==> src/rtl/poison_pkg.sv <==
package poison_pkg;
  parameter int unsigned PT_REGS = 32;

  typedef struct packed {
    logic inv;
    logic st_wr;
  } verdict_t;
endpackage

==> src/rtl/poison_file.sv <==
module poison_file #(
  parameter int unsigned NUM_REGS = 32,
  localparam int unsigned IDX_W = $clog2(NUM_REGS)
) (
  input  logic             clk,
  input  logic             rst,
  input  logic             clear_i,
  input  logic [IDX_W-1:0] rd_a_i,
  input  logic [IDX_W-1:0] rd_b_i,
  output logic             rd_a_o,
  output logic             rd_b_o,
  input  logic             wr_en_i,
  input  logic [IDX_W-1:0] wr_idx_i,
  input  logic             wr_val_i
);
  logic [NUM_REGS-1:0] bits_q;

  // Register 0 is never stored; all others keep one poison bit.
  assign bits_q[0] = 1'b0;

  for (genvar g = 1; g < NUM_REGS; g++) begin : g_bit
    always_ff @(posedge clk) begin
      if (rst || clear_i) begin
        bits_q[g] <= 1'b0;
      end else if (wr_en_i && (wr_idx_i == IDX_W'(g))) begin
        bits_q[g] <= wr_val_i;
      end
    end
  end

  assign rd_a_o = bits_q[rd_a_i];
  assign rd_b_o = bits_q[rd_b_i];

  AST_CLEAR_EMPTIES: assert property (@(posedge clk) disable iff (rst)
    clear_i |=> (bits_q == '0));

  AST_WRITE_LANDS: assert property (@(posedge clk) disable iff (rst)
    (wr_en_i && !clear_i && wr_idx_i != '0) |=> (bits_q[$past(wr_idx_i)] == $past(wr_val_i)));

  AST_ZERO_CLEAN: assert property (@(posedge clk) disable iff (rst)
    (wr_en_i && wr_idx_i == '0) |=> (bits_q[0] == 1'b0));
endmodule

==> src/rtl/poison_eval.sv <==
module poison_eval
  import poison_pkg::*;
(
  input  logic     src_a_bad_i,
  input  logic     src_a_use_i,
  input  logic     src_b_bad_i,
  input  logic     src_b_use_i,
  input  logic     l2_miss_i,
  input  logic     store_i,
  output verdict_t verdict_o
);
  logic inv;

  always_comb begin
    inv = l2_miss_i
        | (src_a_use_i & src_a_bad_i)
        | (src_b_use_i & src_b_bad_i);
    verdict_o.inv   = inv;
    verdict_o.st_wr = store_i & ~inv;
  end
endmodule

==> src/rtl/poison_tracker.sv <==
module poison_tracker
  import poison_pkg::*;
#(
  parameter int unsigned NUM_REGS = PT_REGS,
  localparam int unsigned IDX_W = $clog2(NUM_REGS)
) (
  input  logic             clk,
  input  logic             rst,
  input  logic             rewind_i,
  input  logic             issue_i,
  input  logic [IDX_W-1:0] src_a_i,
  input  logic             src_a_use_i,
  input  logic [IDX_W-1:0] src_b_i,
  input  logic             src_b_use_i,
  input  logic [IDX_W-1:0] dst_i,
  input  logic             dst_we_i,
  input  logic             l2_miss_i,
  input  logic             store_i,
  output logic             ret_vld_o,
  output logic [IDX_W-1:0] ret_dst_o,
  output logic             ret_inv_o,
  output logic             ret_st_wr_o
);
  logic     a_bad, b_bad;
  logic     accept;
  logic     wr_en;
  verdict_t verdict;

  assign accept = issue_i & ~rewind_i;
  assign wr_en  = accept & dst_we_i & ~store_i;

  poison_file #(.NUM_REGS(NUM_REGS)) u_file (
    .clk      (clk),
    .rst      (rst),
    .clear_i  (rewind_i),
    .rd_a_i   (src_a_i),
    .rd_b_i   (src_b_i),
    .rd_a_o   (a_bad),
    .rd_b_o   (b_bad),
    .wr_en_i  (wr_en),
    .wr_idx_i (dst_i),
    .wr_val_i (verdict.inv)
  );

  poison_eval u_eval (
    .src_a_bad_i (a_bad),
    .src_a_use_i (src_a_use_i),
    .src_b_bad_i (b_bad),
    .src_b_use_i (src_b_use_i),
    .l2_miss_i   (l2_miss_i),
    .store_i     (store_i),
    .verdict_o   (verdict)
  );

  always_ff @(posedge clk) begin
    if (rst) begin
      ret_vld_o   <= 1'b0;
      ret_dst_o   <= '0;
      ret_inv_o   <= 1'b0;
      ret_st_wr_o <= 1'b0;
    end else begin
      ret_vld_o   <= accept;
      ret_dst_o   <= accept ? dst_i : '0;
      ret_inv_o   <= accept & verdict.inv;
      ret_st_wr_o <= accept & verdict.st_wr;
    end
  end

  AST_MISS_POISONS: assert property (@(posedge clk) disable iff (rst)
    (accept && l2_miss_i) |=> ret_inv_o);

  AST_IDLE_QUIET: assert property (@(posedge clk) disable iff (rst)
    !accept |=> !ret_vld_o);

  AST_STORE_GATED: assert property (@(posedge clk) disable iff (rst)
    ret_st_wr_o |-> (ret_vld_o && !ret_inv_o));

  AST_STORE_NO_WRITE: assert property (@(posedge clk) disable iff (rst)
    store_i |-> !wr_en);
endmodule

==> config.mk <==
export PLATFORM = sky130hd
export DESIGN_NAME = poison_tracker
export DESIGN_NICKNAME = d
export VERILOG_FILES = /design/src/rtl/poison_pkg.sv /design/src/rtl/poison_file.sv /design/src/rtl/poison_eval.sv /design/src/rtl/poison_tracker.sv
export SDC_FILE = /design/constraint.sdc
export NUM_CORES = 1
export LEC_CHECK = 0
export ABC_AREA = 1
export CORE_ASPECT_RATIO = 1.75
export CORE_MARGIN = 2
export CORE_UTILIZATION = 55
export DETAILED_ROUTE_END_ITERATION = 8
export PLACE_DENSITY = 0.76
export SLEW_MARGIN = 10
export SYNTH_ARGS = -nofsm -noshare
export SYNTH_HDL_FRONTEND = slang
export SYNTH_SLANG_ARGS = --single-unit
==> constraint.sdc <==
create_clock -name clk -period 4.31 [get_ports clk]
set_input_delay 0.431 -clock clk [delete_from_list [all_inputs] [get_ports clk]]
set_output_delay 0.431 -clock clk [all_outputs]
set_load 0.01 [all_outputs]
# After elaboration in Yosys (flattened, before gate mapping)
# Index checks and enable logic that the tools add are counted.
# word_totals
ff_bits,39
word_cells,119
# classes
n_lt_le_gt_ge,2
eq_ne,31
n_mux,4
bitwise,14
n_reduce_logical,33
# op_table
op,count
== test 5 bit (second input constant),16
== test 5 x 4 -> 1 bit (second input constant),8
logical AND 1 bit,31
== test 5 x 3 -> 1 bit (second input constant),4
< comparator 5 x 6 -> 1 bit (second input constant),2
binary-select mux 1 bit (select 5 bit),2
== test 5 x 2 -> 1 bit (second input constant),2
AND 1 bit,8
== test 5 x 1 -> 1 bit (second input constant),1
NOT 1 bit,4
two-way mux 1 bit,2
OR 1 bit,2
OR reduction 2 bit,1
logical OR 1 bit,1

# Depth between registers and ports, before layout
# logic_depth
depth_word,8
depth_mapped,14
ltp_nobuf,11

# Cells and area by module
# From an unflattened synthesis, not the netlist that was laid out.
# hier_totals
hier_cells,385
hier_area_um2,2334.7
# modules_own_cells
mod,n_inst,cells_per_inst,area_each_um2,seq_area_each_um2
poison_file,1,350,2045.7,620.6
poison_tracker,1,28,250.2,160.2
poison_eval,1,7,38.8,0.0

# Least setup slack after synthesis
# No wires, ideal clock.
# synth_timing
kind,input -> register
from,input port src_a_i[0]
to,register u_file.bits_q[11]
arrival_time_ns,1.520
slack_ns,2.671
stages,11
path_buffers,2
path_cell_list,buf_6 -> or2_2 -> nand3_1 -> nand3_1 -> nand3_1 -> nand3_1 -> nand3_2 -> nand3_4 -> buf_8 -> nor2_2 -> nor2_2
# synth_between
elab_chain_len,5
# synth_rtl
element,line,rtl
"start, declared",poison_tracker.sv:11,"input logic [IDX_W-1:0] src_a_i,"
binary-select mux 1 bit (select 5 bit),poison_file.sv:31,assign rd_a_o = bits_q[rd_a_i];
two-way mux 1 bit (not written as such),poison_file.sv:31,
AND 1 bit,poison_eval.sv:16,| (src_a_use_i & src_a_bad_i)
OR 1 bit,poison_eval.sv:16,
OR 1 bit,poison_eval.sv:17,| (src_b_use_i & src_b_bad_i);
"end signal, assigned by index",poison_file.sv:26,bits_q[g] <= wr_val_i;
"end, declared",poison_file.sv:16,logic [NUM_REGS-1:0] bits_q;
# No other way between the ends. The select of a mux whose other input is x is not followed.
# A chain may end at the register's enable or synchronous reset.

# Worst setup path after layout
# layout_timing
from,input port src_a_i[0]
to,register u_file.bits_q[7]
# Same word-level chain as after synthesis.

==> results.cfg <==
[clock_network]
cts.sinks = 39
cts_tree = built
htreeDepth = 2
clkTransAtPathRegs_ns = 0.08
clk_latency_ns = 0.29
cts-root-buf = clkbuf_8
hold_buffers = 0
ctsResizeCount = 0
post-cts-setup-buffer-count = 0
cts_buffers = 5
clk_path_buf_depth = 2

[power_and_ir_drop]
p_switching_w = 0.000202
pwr_density_cell_nw_per_um2 = 274
ir_drop_mv = 0.291
intPower_w = 0.000591
seqPwrFrac_pct = 45.8
p_comb_share_pct = 13.6
p_sw_share_pct = 25.5
power_w = 0.000793
power.share.clock_pct = 40.7
p_leak_nw = 1.15

[global_route]
grt_pass1_vias = 2488
grt_max_degree = 34
antenna_found_initial = 0
gr-total-overflow = 0
grt_pass1_wl_um = 11000
track_usage_pct = 26.3

[worst_setup_path]
worst-r2r-cell-count = 9
regToRegStartpoint = u_file.bits_q[4]
crit_arrival_ns = 2.89
setup.worst_path.start_class = primary input
endpoint_kind = register
critPathCapture = u_file.bits_q[7]
crit_path_start = src_a_i[0]
worstSetupPathType = primary input to register
required_ns = 4.49
worst-r2r-setup-slack_ns = 2.52
cp_max_fo = 33
worst_r2r_endpoint = u_file.bits_q[7]

[sta]
maxSlewViolCount = 0
setup_viol = 0
period_needed_ns = 2.70
period_share_pct = 62.7
slew_headroom_pct = 53.9
rsz0062_at_grt = false
hold_violations = 0
fin_tns_setup_ns = 0
fmax_mhz = 370
worstMarginPinSlew_ns = 0.690
finalClockSkew_ns = 0.00820

[place]
placed_area_um2 = 2780
dpl.hpwl_um = 4780
dp_cells = 508
numPortBuffers = 31
place_congestion = 0.941

[logic_synthesis]
syn_inst = 441
synth.distinct_cells = 20
ys_ff_latch = 39
avgSynthCellArea_um2 = 5.73
ys_warn_count = 0
syn-cell-area_um2 = 2520
yosysSeqAreaShare_pct = 30.9
syn-num-nets = 465

[drt]
drc = 0
ant_nets = 0
routedWlPerCell_um = 12.4
route.detailed.vias_per_inst = 5.07
first_pass_iters = 4
num_vias = 2615
drt-total-wl_um = 6400
drt_iter0_markers = 91

[die]
die_h_um = 93.6
die_width_um = 55.2
ios = 32
core-area_um2 = 4400
start_util_pct = 57.3
rows = 32
die-area_um2 = 5170

[finish]
fin_nets = 488
antenna-diode-count = 0
fin_area_um2 = 2900
final_cell_count_no_fill = 516
final_util_pct = 65.8
drive_gt1_share_pct = 6.24
syn2layout_area_growth_pct = 14.8

[outcome]
outcome = finished, final reports clean

[job]
cap_violations = 0

[hold_path]
hold_path_class = register to register
-- per-stage QoR --
stage / setup WS, ns / hold WS (ns)
6_report: 1.61 / 0.555
5_1_grt: 1.37 / 0.581
4_1_cts: 1.63 / 0.558
3_5_place_dp: 1.33 / 0.536
3_3_place_gp: 1.39 / 0.510
2_1_floorplan: 2.67 / 0.491
-- cells in the final DEF (no fill, tap or decap) --
cell             instances
clkbuf_8                 6
inv_1                   88
nor2_2                  12
nand4_1                  1
nor2_1                 113
inv_4                    1
o21ai_0                 30
or2_2                    1
nand3_1                 49
dfxtp_1                 39
nand2_1                 85
nor3_2                   1
clkdlybuf4s50_1         31
inv_2                    2
buf_4                    1
nand3_4                  1
nand3_2                  2
clkinv_2                 1
bufinv_16                1
-- metal layers --
layer  wire length [µm]  global-route usage [%]  up-vias
met5                  0                       0        -
met2               3160                    46.4       79
met3                246                    4.01       23
met4                291                    16.5        0
met1               2700                    29.0     1161
li1                   -                       -     1352
-- final cells by class --
| type | count | area, µm² |
|---|---|---|
| multi-input combinational | 295 | 1270 |
| tap | 51 | 63.8 |
| clock buffer | 6 | 82.6 |
| sequential | 39 | 781 |
| clock inverter | 2 | 35.0 |
| inverter | 91 | 344 |
| timing repair buffer | 32 | 318 |
| fill | 453 | 1510 |
-- sequential cells by signal, indices dropped and copies added, names as in the netlist --
name,cells
ret_dst_o,5
ret_inv_o,1
ret_st_wr_o,1
ret_vld_o,1
u_file.bits_q,31
-- power by group through the flow --
stage	registers (W)	clock network (W)	logic (W)
6_report	0.000363	0.000323	0.000108
5_1_grt	0.000363	0.000338	0.000120
4_1_cts	0.000363	0.000323	0.000108
3_5_place_dp	0.000372	0	0.000107
3_3_place_gp	0.000372	0	0.000107
2_1_floorplan	0.000373	0	0.0000713
-- logic make-up (layout without fill, tap and decap cells) --
kind of cell / Yosys count / after routing / synth area share [%]
DFF: 39 / 39 / 30.9
buffers and inverters: 107 / 131 / 18.6
AOI/OAI and AO/OA: 30 / 30 / 5.95
and+or+nand+nor: 265 / 265 / 44.5
-- worst max-delay path, cell delays in order --
cell and delay (ns):
clkdlybuf4s50_1 0.91, inv_2 0.27, nand2_1 0.11, nand3_1 0.10, nand3_1 0.10, nand2_1 0.07
nand2_1 0.06, nand3_1 0.08, nand3_2 0.08, nand3_4 0.35, nor2_1 0.23, nor2_1 0.06
-- synth_stat cells --
master	number	share of area (%)
buf_1	3	0.45
buf_8	1	0.59
buf_2	2	0.40
nand2_1	85	13
nor2_2	12	3.0
nor2_1	113	17
dfxtp_1	39	31
nand3_1	49	9.7
nand3_2	2	0.79
inv_4	1	0.25
nor3_2	1	0.40
or2_2	1	0.25
buf_4	2	0.59
inv_2	2	0.30
o21ai_0	30	5.9
clkbuf_1	2	0.30
nand3_4	1	0.69
nand4_1	1	0.25
inv_1	88	13
buf_6	6	2.7
-- worst min-delay path by stage --
stage,slack [ns],endpoint,startpoint,depth (start not counted)
2_1_floorplan,0.49,u_file.bits_q[3],u_file.bits_q[3],2
3_3_place_gp,0.51,u_file.bits_q[2],u_file.bits_q[2],2
3_5_place_dp,0.54,u_file.bits_q[10],u_file.bits_q[10],2
4_1_cts,0.56,u_file.bits_q[10],u_file.bits_q[10],2
5_1_grt,0.58,u_file.bits_q[10],u_file.bits_q[10],2
6_report,0.56,u_file.bits_q[10],u_file.bits_q[10],2
(Power assumes the default switching activity.)
